===== src/rtl/eeprom_addr_decode.sv =====
module eeprom_addr_decode #(
  parameter int SYNC_STAGES = 2,
  parameter logic [3:0] CODE_MAIN = 4'b1010,
  parameter logic [3:0] CODE_WP   = 4'b0110,
  parameter logic [3:0] CODE_ID   = 4'b1011
) (
  input  logic       clk,
  input  logic       rst_n,
  input  logic       scl_in,
  input  logic       sda_in,
  input  logic [2:0] strap_sel,
  input  logic       wp_locked,
  output logic       sda_pull,
  output logic       hit,
  output logic [1:0] region,
  output logic       rd,
  output logic       ptr_only
);
  localparam int WORD_W = 8;
  localparam int CNT_W  = $clog2(WORD_W + 1);

  typedef enum logic [1:0] {ST_IDLE, ST_SHIFT, ST_ACK} state_t;

  logic [SYNC_STAGES-1:0] scl_sync, sda_sync;
  logic scl_d, sda_d;
  state_t state;
  logic [CNT_W-1:0] cnt;
  logic [WORD_W-1:0] word;

  wire scl_s  = scl_sync[SYNC_STAGES-1];
  wire sda_s  = sda_sync[SYNC_STAGES-1];
  wire scl_up = scl_s & ~scl_d;
  wire scl_dn = ~scl_s & scl_d;
  wire start  = scl_s & scl_d & sda_d & ~sda_s;
  wire stop   = scl_s & scl_d & ~sda_d & sda_s;

  wire [3:0] code   = word[7:4];
  wire       sel_ok = (word[3:1] == strap_sel);
  wire       dir    = word[0];

  logic       ok;
  logic [1:0] reg_n;
  always_comb begin
    ok    = 1'b0;
    reg_n = 2'b00;
    case (code)
      CODE_MAIN: begin ok = 1'b1;               reg_n = 2'b00; end
      CODE_WP:   begin ok = ~dir & ~wp_locked;  reg_n = 2'b01; end
      CODE_ID:   begin ok = 1'b1;               reg_n = 2'b10; end
      default:   begin ok = 1'b0;               reg_n = 2'b00; end
    endcase
  end
  wire match = ok & sel_ok;

  always_ff @(posedge clk or negedge rst_n) begin
    if (!rst_n) begin
      scl_sync <= '1;
      sda_sync <= '1;
      scl_d    <= 1'b1;
      sda_d    <= 1'b1;
    end else begin
      scl_sync <= {scl_sync[SYNC_STAGES-2:0], scl_in};
      sda_sync <= {sda_sync[SYNC_STAGES-2:0], sda_in};
      scl_d    <= scl_s;
      sda_d    <= sda_s;
    end
  end

  always_ff @(posedge clk or negedge rst_n) begin
    if (!rst_n) begin
      state    <= ST_IDLE;
      cnt      <= '0;
      word     <= '0;
      sda_pull <= 1'b0;
      hit      <= 1'b0;
      region   <= 2'b00;
      rd       <= 1'b0;
      ptr_only <= 1'b0;
    end else begin
      hit <= 1'b0;
      if (start) begin
        state    <= ST_SHIFT;
        cnt      <= '0;
        sda_pull <= 1'b0;
      end else if (stop) begin
        state    <= ST_IDLE;
        cnt      <= '0;
        sda_pull <= 1'b0;
      end else begin
        case (state)
          ST_SHIFT: begin
            if (scl_up && cnt < CNT_W'(WORD_W)) begin
              word <= {word[WORD_W-2:0], sda_s};
              cnt  <= cnt + 1'b1;
            end else if (scl_dn && cnt == CNT_W'(WORD_W)) begin
              cnt <= '0;
              if (match) begin
                state    <= ST_ACK;
                sda_pull <= 1'b1;
                hit      <= 1'b1;
                region   <= reg_n;
                rd       <= dir;
                ptr_only <= (code == CODE_ID) & ~dir;
              end else begin
                state <= ST_IDLE;
              end
            end
          end
          ST_ACK: begin
            if (scl_dn) begin
              sda_pull <= 1'b0;
              state    <= ST_IDLE;
            end
          end
          default: state <= ST_IDLE;
        endcase
      end
    end
  end
endmodule


===== config.mk =====
export PLATFORM = sky130hd
export DESIGN_NAME = eeprom_addr_decode
export DESIGN_NICKNAME = d
export VERILOG_FILES = /design/src/rtl/eeprom_addr_decode.sv
export SDC_FILE = /design/constraint.sdc
export NUM_CORES = 1
export LEC_CHECK = 0
export BUFFER_PORTS_ARGS = -buffer_cell sky130_fd_sc_hd__buf_2
export CAP_MARGIN = 25
export CORE_UTILIZATION = 55
export CTS_CLUSTER_DIAMETER = 60
export CTS_CLUSTER_SIZE = 25
export DETAILED_ROUTE_END_ITERATION = 8
export GPL_TIMING_DRIVEN = 0
export PLACE_DENSITY = 0.76
export SETUP_SLACK_MARGIN = 0.02
export SYNTH_ARGS = -nofsm -noshare
export SYNTH_HDL_FRONTEND = slang
export SYNTH_SLANG_ARGS = --single-unit

===== constraint.sdc =====
create_clock -name clk -period 2.3 [get_ports clk]
set_input_delay 0.345 -clock clk [delete_from_list [all_inputs] [get_ports clk]]
set_output_delay 0.345 -clock clk [all_outputs]
set_load 0.1 [all_outputs]

==> flow_summary.ini, run 1 <==
[synth]
avgSynthCellArea_um2 = 12.2
synth-seq-cells = 26
synth_nets = 109
ys_seq_area_frac = 0.554
synth.distinct_cells = 34
netlist_area_mm2 = 0.00119
netlist_instances = 97
synth_warnings = 0

[timing]
skew_ns = 0.00908
finalHoldViolCount = 13
rsz0062_at_grt = no
worst_slew_pin_slew_ns = 0.545
holdWs_ns = -0.00755
timing.setup.tns_ns = 0
maxSlewHeadroom = 0.637
setup_viol_count_final = 0
drv_slew = 0
clock.fmax_ghz = 0.514
fin_crit_ns = 1.94
period_share = 0.845

[outcome]
violations = hold timing
status = finished with violations

[detailed_routing]
drtAntennaViolNets = 0
drtIter0Drc = 3
wl_um = 1860
route.detailed.drc = 0
wl_per_cell_um = 13.2
routed_via_density = 5.26
route.vias.total = 741
first_pass_iters = 4

[clock_tree]
clk_latency_ns = 0.31
numCtsBuffers = 3
htree_levels = 1
cts_root_buf = clkbuf_4
clk_path_buf_depth = 2
hold_buffers = 0
cts_tree = built
clock-sinks = 26
ctsResizeCount = 0
cts_setup_buffers = 0
clk_pin_slew_worst_paths_ns = 0.13

[die]
die_area_mm2 = 0.00235
fp.dieW_um = 48.5
fp.coreArea_mm2 = 0.00200
die_y_um = 48.5
num_rows = 16
io_pins = 14
start_util = 0.593

[grt]
antenna_found_initial = 0
grt_pass1_vias = 779
grt_max_degree = 27
grt_first_pass_wirelength_um = 3280
grt_overflow = 0
grtUsageTotal = 0.186

[critical_path]
cp.arrival_ns = 2.16
path_max_fanout = 6
rr_startpoint = cnt[0]
crit_path_end_kind = register
cp-startpoint = cnt[0]
r2r_cells = 6
crit_type = reg -> reg
reg2reg_to = rd
r2r_slack_ns = 0.36
cp.required_ns = 2.52
critical_path.startpoint_type = register

[final_layout]
area_delta_synth_final_pct = 10.5
num_antenna_cells = 0
final_nets = 127
drive_gt1_frac = 0.325
final_core_util = 0.656

[pwr]
p_clk_frac = 0.247
switching_share = 0.255
pwr-share-comb = 0.111
power.switching_w = 0.000197
internal-power_w = 0.000577
power-per-cell-area_mw_per_mm2 = 590
power_leakage_nw = 0.640
ir_worst_vdd_mv = 0.530
power_frac_seq = 0.641

[placement]
place_hpwl_um = 1410
portBuffers = 13
place_congestion = 0.734

[min_path]
hold_class = in -> async

[job]
cap_violations = 0
-- power by group through the flow --
| stage | sequential [W] | combinational (W) | clock (W) |
|---|---|---|---|
| 2_1_floorplan | 0.000524 | 0.0000380 | 0 |
| 3_3_place_gp | 0.000503 | 0.0000850 | 0 |
| 3_5_place_dp | 0.000505 | 0.0000872 | 0 |
| 4_1_cts | 0.000497 | 0.0000874 | 0.000197 |
| 5_1_grt | 0.000500 | 0.0000953 | 0.000220 |
| 6_report | 0.000496 | 0.0000861 | 0.000192 |
-- state kept, by name (all words and copies together) (netlist names) --
name	cells
ptr_only	1
state	2
rd	1
scl_sync	2
hit	1
word	8
scl_d	1
sda_pull	1
sda_d	1
sda_sync	2
cnt	4
region	2
-- per-layer routing --
layer	part of all wire	global-route usage
met5	0	0
met4	0.011	0.0735
met3	0.029	0.0283
met2	0.49	0.322
met1	0.47	0.234
-- cell usage in the layout (no fill, tap or decap), types with 2 or more instances in the layout --
cell type and n:
o21ai_0 4, dfrtp_1 20, a21oi_1 3, nand4_1 2, buf_2 13, ha_1 4, nor2b_1 3, a31oi_1 2
nor2_1 3, clkbuf_4 3, clkbuf_1 2, inv_1 8, xor2_1 2, xnor2_1 2, dfstp_2 6, mux2_2 11
and3_1 2, nand2_1 6
-- critical path, cell delays in order, from the launching register on --
cell	delay [ns]
dfrtp_1	0.42
inv_1	0.10
ha_1	0.15
and4bb_1	0.22
nand2_2	0.11
nor4_4	0.46
mux2_2	0.39
-- metrics by stage --
stage	worst slack (ns)	total power [W]	instances	cell area, um2
2_1_floorplan	0.531	0.000562	97	1190
3_3_place_gp	0.380	0.000588	137	1290
3_5_place_dp	0.341	0.000592	137	1290
4_1_cts	0.333	0.000781	141	1310
5_1_grt	0.189	0.000815	141	1310
6_report	0.355	0.000774	141	1310
-- Yosys cell counts, drive strengths merged --
cell type  count  area (um2)
dfrtp         20         500
mux2          11         124
inv            8        30.0
nand2          7        28.8
dfstp          6         158
o21ai          5        25.0
ha             4        50.1
a21oi          3        15.0
nor2           3        11.3
nor2b          3        18.8
a21o           2        16.3
a31oi          2        12.5
and3           2        12.5
nand4          2        12.5
nor4           2        27.5
xnor2          2        17.5
xor2           2        17.5
a22oi          1        7.51
a32o           1        10.0
a41o           1        10.0
and2           1        6.26
and4bb         1        12.5
clkbuf         1        3.75
mux2i          1        10.0
nand2b         1        6.26
nand3          1        5.00
nand3b         1        7.51
nor3b          1        7.51
o41ai          1        16.3
or2b           1        7.51
-- cell type report --
type,count,area [um2]
timing repair buffer,13,65.1
clock buffer,4,26.3
buffer,1,3.75
multi-input combinational,62,495
tap,27,33.8
inverter,8,30.0
sequential,26,658
fill,153,689
-- kinds of logic after synthesis --
| group | Yosys count | synth area share |
|---|---|---|
| simple gates | 26 | 0.138 |
| flops | 26 | 0.554 |
| compound gates | 16 | 0.0948 |
| mux | 12 | 0.113 |
| buf+inv | 9 | 0.0284 |
| xor+xnor | 4 | 0.0295 |
| fa+ha+maj | 4 | 0.0422 |
-- worst max path at each step --
stage	to	slack [ns]	cells after the start
finish	rd	0.36	6
global route	ptr_only	0.19	6
CTS	rd	0.33	6
detailed placement	rd	0.34	6
global placement	region[1]	0.38	6
floorplan	ptr_only	0.53	6
(Power assumes the default switching activity.)
==> inputs of run 2 (changes only) <==
--- a/config.mk
+++ b/config.mk
@@ -5,14 +5,15 @@
 export SDC_FILE = /design/constraint.sdc
 export NUM_CORES = 1
 export LEC_CHECK = 0
+export ABC_AREA = 1
 export BUFFER_PORTS_ARGS = -buffer_cell sky130_fd_sc_hd__buf_2
 export CAP_MARGIN = 25
-export CORE_UTILIZATION = 55
+export CORE_UTILIZATION = 50
 export CTS_CLUSTER_DIAMETER = 60
 export CTS_CLUSTER_SIZE = 25
 export DETAILED_ROUTE_END_ITERATION = 8
 export GPL_TIMING_DRIVEN = 0
-export PLACE_DENSITY = 0.76
+export PLACE_DENSITY = 0.73
 export SETUP_SLACK_MARGIN = 0.02
 export SYNTH_ARGS = -nofsm -noshare
 export SYNTH_HDL_FRONTEND = slang
==> constraint.sdc (replaced) <==
create_clock -name clk -period 1.65 [get_ports clk]
set_input_delay 0.2475 -clock clk [delete_from_list [all_inputs] [get_ports clk]]
set_output_delay 0.2475 -clock clk [all_outputs]
set_load 0.1 [all_outputs]
==> run 2 against run 1 <==
Against the previous run: fmax grew 33%; clock skew decreased by 0.0053 ns; largest cell class unchanged; the flow now finishes without violations; non-clock buffer count up 4; synthesized cell count rose by 40%; sequential cell count stayed put; core utilization decreased by 4.2 points; area after synthesis is 1.9% higher; cell area is 5.4% higher; via count rose by 18%; worst hold slack better by 0.38 ns; largest power group unchanged; register-to-register slack worse by 0.17 ns.
==> flow_summary.ini, run 2 <==
[outcome]
status = finished, final reports clean

[die]
fp.dieW_um = 51.2
fp.coreArea_mm2 = 0.00225
start_util = 0.537
num_rows = 17
io_pins = 14
die_y_um = 51.2
die_area_mm2 = 0.00262

[timing]
drv_slew = 0
timing.final.ws_setup_ns = 0.184
timing.setup.tns_ns = 0
finalHoldViolCount = 0
maxSlewHeadroom = 0.618
clock.fmax_ghz = 0.682
fin_crit_ns = 1.47
setup_viol_count_final = 0
rsz0062_at_grt = no
period_share = 0.888
worst_slew_pin_slew_ns = 0.573
skew_ns = 0.00380

[critical_path]
critical_path.startpoint_type = register
crit_type = reg -> reg
cp.required_ns = 1.92
crit_path_end_kind = register
reg2reg_to = word[2]
cp.arrival_ns = 1.74
cp_slowest_cell = dfrtp_1
crit_chain = inv_1, ha_1, inv_1, nor2_2, buf_4, nand2_1, nand2_1
path_max_fanout = 10
rr_startpoint = state[1]
r2r_cells = 7
r2r_slack_ns = 0.18
max_stage_delay_ns = 0.43

[synth]
synth_common_cells = nand2_1 (42), inv_1 (21), dfrtp_1 (20)
netlist_area_mm2 = 0.00121
avgSynthCellArea_um2 = 8.90
synth-edff-count = 0
synth.area.top_cells = dfrtp_1 (41%), dfstp_2 (13%), nand2_1 (13%)
async_reset_ff_frac = 1.00
synth.distinct_cells = 20
synth_top_flop_cell = dfrtp_1
synth.most_common_cell = nand2_1
netlist_instances = 136
synth_warnings = 0
synth-seq-cells = 26
synth_top_area_frac = 0.414
synth_top_area_cell = dfrtp_1
ys_seq_area_frac = 0.544
synth_nets = 148

[clock_tree]
numCtsBuffers = 3
cts_tree = built
cts_root_buf = clkbuf_4
clk_latency_ns = 0.32
clock-sinks = 26
clk_path_buf_depth = 2
clk_pin_slew_worst_paths_ns = 0.15
htree_levels = 1

[detailed_routing]
route.detailed.drc = 0
drtAntennaViolNets = 0
wl_per_cell_um = 11.7
drtIter0Drc = 12
route.vias.total = 876
routed_via_density = 4.74
first_pass_iters = 4
wl_um = 2170

[pwr]
ir_worst_vdd_mv = 0.478
power_leakage_nw = 0.703
power-per-cell-area_mw_per_mm2 = 841

[final_layout]
layout_commonest_cell = nand2_1
area_delta_synth_final_pct = 14.4
largest_register_ffs = 8
top_regs = word: 8 flops, cnt: 4 flops
final_area_mm2 = 0.00138
drive_gt1_frac = 0.242
num_antenna_cells = 0
final_nets = 170
top_register = word
final_cell_mix = nand2_1 (42), inv_1 (20), dfrtp_1 (20)

[grt]
grt_first_pass_wirelength_um = 3830
grt_pass1_vias = 866
grt_max_degree = 27
antenna_found_initial = 0
grt_overflow = 0
grtUsageTotal = 0.205

[placement]
post-place-ws_ns = 0.212
place_hpwl_um = 1590
place_congestion = 0.770
portBuffers = 13
place_area_mm2 = 0.00131

[min_path]
hold_path_end = sda_sync[1]
hold_class = reg -> reg
holdPathStages = 0
hold_start = sda_sync[0]

[job]
cap_violations = 0
[run 2: cells by family after synthesis]
| logic type | Yosys count | synth area share |
|---|---|---|
| DFF | 26 | 0.544 |
| buffers and inverters | 24 | 0.0786 |
| and+or+nand+nor | 65 | 0.252 |
| AOI/OAI and AO/OA | 13 | 0.0548 |
| adders and majority gates | 4 | 0.0414 |
| xor gates and xnor gates | 4 | 0.0290 |
[run 2: critical path, delay by kind of cell (launching register included)]
family                   cells  cell delay (ns)
AND/OR/NAND/NOR              3             0.41
adder cells (fa/ha/maj)      1             0.19
flip-flops                   1             0.43
buffers and inverters        3             0.40
[run 2: worst max path at each step]
stage | cells after the start | start | to
detailed placement | 7 | state[1] | word[2]
floorplan | 11 | cnt[0] | sda_pull
global placement | 11 | cnt[0] | sda_pull
finish | 7 | state[1] | word[2]
global route | 11 | cnt[0] | sda_pull
CTS | 7 | state[1] | word[2]
[run 2: report_power, final]
part	total (W)	switching (W)	internal [W]
sequential	0.000687	0.0000171	0.000670
combinational	0.000148	0.000108	0.0000405
clock	0.000328	0.000193	0.000135
total	0.00116	0.000318	0.000845
[run 2: per-layer routing]
layer  track usage  up-vias  part of all wire
li1              -      460                 -
met1         0.275      397              0.50
met2         0.320       15              0.46
met3        0.0387        4             0.023
met4        0.0926        0             0.015
met5             0        -                 0
[run 2: cell type report]
type | count | area, um2
multi-input combinational | 86 | 457
buffer | 1 | 7.51
timing repair buffer | 17 | 103
inverter | 23 | 87.6
sequential | 26 | 658
clock buffer | 4 | 36.3
fill | 210 | 871
tap | 28 | 35.0
[run 2: metrics by stage]
step / utilization / instances / hold slack (ns) / power (W)
after CTS: 0.610 / 184 / 0.367 / 0.00117
after detailed placement: 0.581 / 177 / 0.281 / 0.000841
after global routing: 0.614 / 185 / 0.375 / 0.00122
final: 0.614 / 185 / 0.369 / 0.00116
after floorplan: - / 136 / -0.0481 / 0.000797
after global placement: 0.581 / 177 / 0.270 / 0.000835
[run 2: repair_timing]
action | CTS | global route
hold buffers | 3 | 0
endpoints found under the hold margin | 22 | 0
resized for setup | 0 | 1
setup buffers | 0 | 1
endpoints found under the setup margin | 0 | 1
==> inputs of run 3 (changes only) <==
--- a/config.mk
+++ b/config.mk
@@ -8,12 +8,15 @@
 export ABC_AREA = 1
 export BUFFER_PORTS_ARGS = -buffer_cell sky130_fd_sc_hd__buf_2
 export CAP_MARGIN = 25
-export CORE_UTILIZATION = 50
+export CELL_PAD_IN_SITES_DETAIL_PLACEMENT = 0
+export CELL_PAD_IN_SITES_GLOBAL_PLACEMENT = 1
+export CORE_ASPECT_RATIO = 0.8
+export CORE_UTILIZATION = 38
 export CTS_CLUSTER_DIAMETER = 60
 export CTS_CLUSTER_SIZE = 25
 export DETAILED_ROUTE_END_ITERATION = 8
 export GPL_TIMING_DRIVEN = 0
-export PLACE_DENSITY = 0.73
+export PLACE_DENSITY_LB_ADDON = 0.1
 export SETUP_SLACK_MARGIN = 0.02
 export SYNTH_ARGS = -nofsm -noshare
 export SYNTH_HDL_FRONTEND = slang
==> run 3 against run 2 <==
Against the previous run: global-route usage shrank 6.1 points; fmax grew 0.77%; sequential share of layout area fell by 0.13 points; clock power increased by 23%; critical path depth up 4; core utilization is 13 points lower; final cell count increased by 3.8%; clock skew grew 0.0024 ns; critical endpoint is now sda_pull; non-clock buffer count is 3 lower; setup slack better by 0.011 ns; die area grew 30%; power increased by 5.9%.
==> flow_summary.ini, run 3 (synthesized netlist as in run 2, its figures left out) <==
[outcome]
status = finished, final reports clean

[min_path]
hold_start = scl_in
holdPathStages = 1
hold_path_end = scl_sync[0]
hold_class = in -> reg

[final_layout]
drive_gt1_frac = 0.234
final_core_util = 0.480
largest_register_ffs = 8
area_delta_synth_final_pct = 14.7
top_register = word
top_regs = word: 8 flops, cnt: 4 flops
final_nets = 167
final-instance-count-excl-fill = 192
layout_commonest_cell = nand2_1
final_cell_mix = nand2_1 (42), inv_1 (21), dfrtp_1 (20)
num_antenna_cells = 0
fillers = 302

[critical_path]
cp_slowest_cell = dfrtp_1
rr_startpoint = cnt[0]
r2r_cells = 11
path_delay_family = simple AND/OR/NAND/NOR gates
reg2reg_to = sda_pull
r2r_slack_ns = 0.20
critical_path.startpoint_type = register
crit_chain = inv_1, ha_1, nand2_1, inv_1, nand3_2, nand3_1, nand2_1, nor2_2, nand2_1, nand2_1, nand2_1
cp.required_ns = 1.82
max_stage_delay_ns = 0.39
crit_type = reg -> reg
cp.arrival_ns = 1.62
cpMostUsedCell = nand2_1
crit_path_end_kind = register
path_max_fanout = 4
path_buf_inv = 2

[timing]
rsz0062_at_grt = no
skew_ns = 0.00622
period_share = 0.881
timing.setup.tns_ns = 0
worst_slew_pin_slew_ns = 0.570
maxSlewHeadroom = 0.620
finalHoldViolCount = 0
clock.fmax_ghz = 0.688
setup_viol_count_final = 0
fin_crit_ns = 1.45
drv_slew = 0

[detailed_routing]
drtAntennaViolNets = 0
route.detailed.drc = 0
wl_per_cell_um = 10.3
drtIter0Drc = 32
route.vias.total = 853
first_pass_iters = 4
routed_via_density = 4.44
wl_um = 1990

[pwr]
p_total_w = 0.00123
power_leakage_nw = 0.697
ir_worst_vdd_mv = 0.592
power-per-cell-area_mw_per_mm2 = 888

[placement]
place_congestion = 0.763
portBuffers = 13
place_hpwl_um = 1500
post-place-cells = 187

[grt]
grt_pass1_vias = 746
grtUsageTotal = 0.144
grt_max_degree = 27
antenna_found_initial = 0
grt_first_pass_wirelength_um = 3520
grt_overflow = 0

[job]
cap_violations = 0

[die]
io_pins = 14
fp.coreArea_mm2 = 0.00289
start_util = 0.418
die_area_mm2 = 0.00342
die_y_um = 52.5
num_rows = 17
fp.dieW_um = 65.1

[clock_tree]
clock-sinks = 26
hold_buffers = 1
numCtsBuffers = 3
clk_pin_slew_worst_paths_ns = 0.09
ctsResizeCount = 0
clk_path_buf_depth = 2
htree_levels = 1
cts_setup_buffers = 0
cts_tree = built
cts_root_buf = clkbuf_8
clk_latency_ns = 0.27
[run 3: stage by stage]
| step | area (um2) | hold slack (ns) | setup slack [ns] |
|---|---|---|---|
| floorplan | 1210 | -0.0481 | 0.328 |
| global route | 1390 | 0.0551 | 0.0320 |
| detailed placement | 1320 | 0.281 | 0.190 |
| global placement | 1320 | 0.280 | 0.193 |
| finish | 1390 | 0.0736 | 0.196 |
| CTS | 1390 | 0.0626 | 0.155 |
[run 3: per-layer routing]
metal / GRT usage / up-vias / part of all wire
li1: - / 452 / -
met1: 0.204 / 380 / 0.55
met2: 0.198 / 16 / 0.40
met3: 0.0457 / 5 / 0.042
met4: 0.0652 / 0 / 0.016
met5: 0 / - / 0
[run 3: worst max-delay path by stage]
stage	startpoint	end	slack (ns)	cells after the start
floorplan	cnt[0]	sda_pull	0.33	11
global placement	state[1]	word[1]	0.19	7
detailed placement	state[1]	word[6]	0.19	6
CTS	state[1]	word[1]	0.16	7
global route	cnt[0]	sda_pull	0.03	11
finish	cnt[0]	sda_pull	0.20	11
[run 3: area by class of cell]
type	instances	area [um2]	area share
Multi-Input combinational cell	86	457	0.329
Timing Repair Buffer	14	75.1	0.0541
Tap cell	38	47.5	0.0343
Inverter	23	87.6	0.0631
Buffer	1	7.51	0.00541
Clock buffer	4	55.1	0.0397
Sequential cell	26	658	0.474
[run 3: report_power, final]
part	total (W)	leakage [nW]	switching [W]	internal [W]
Clock	0.000403	0.0288	0.000190	0.000213
Sequential	0.000685	0.338	0.0000159	0.000669
Combinational	0.000144	0.330	0.000107	0.0000366
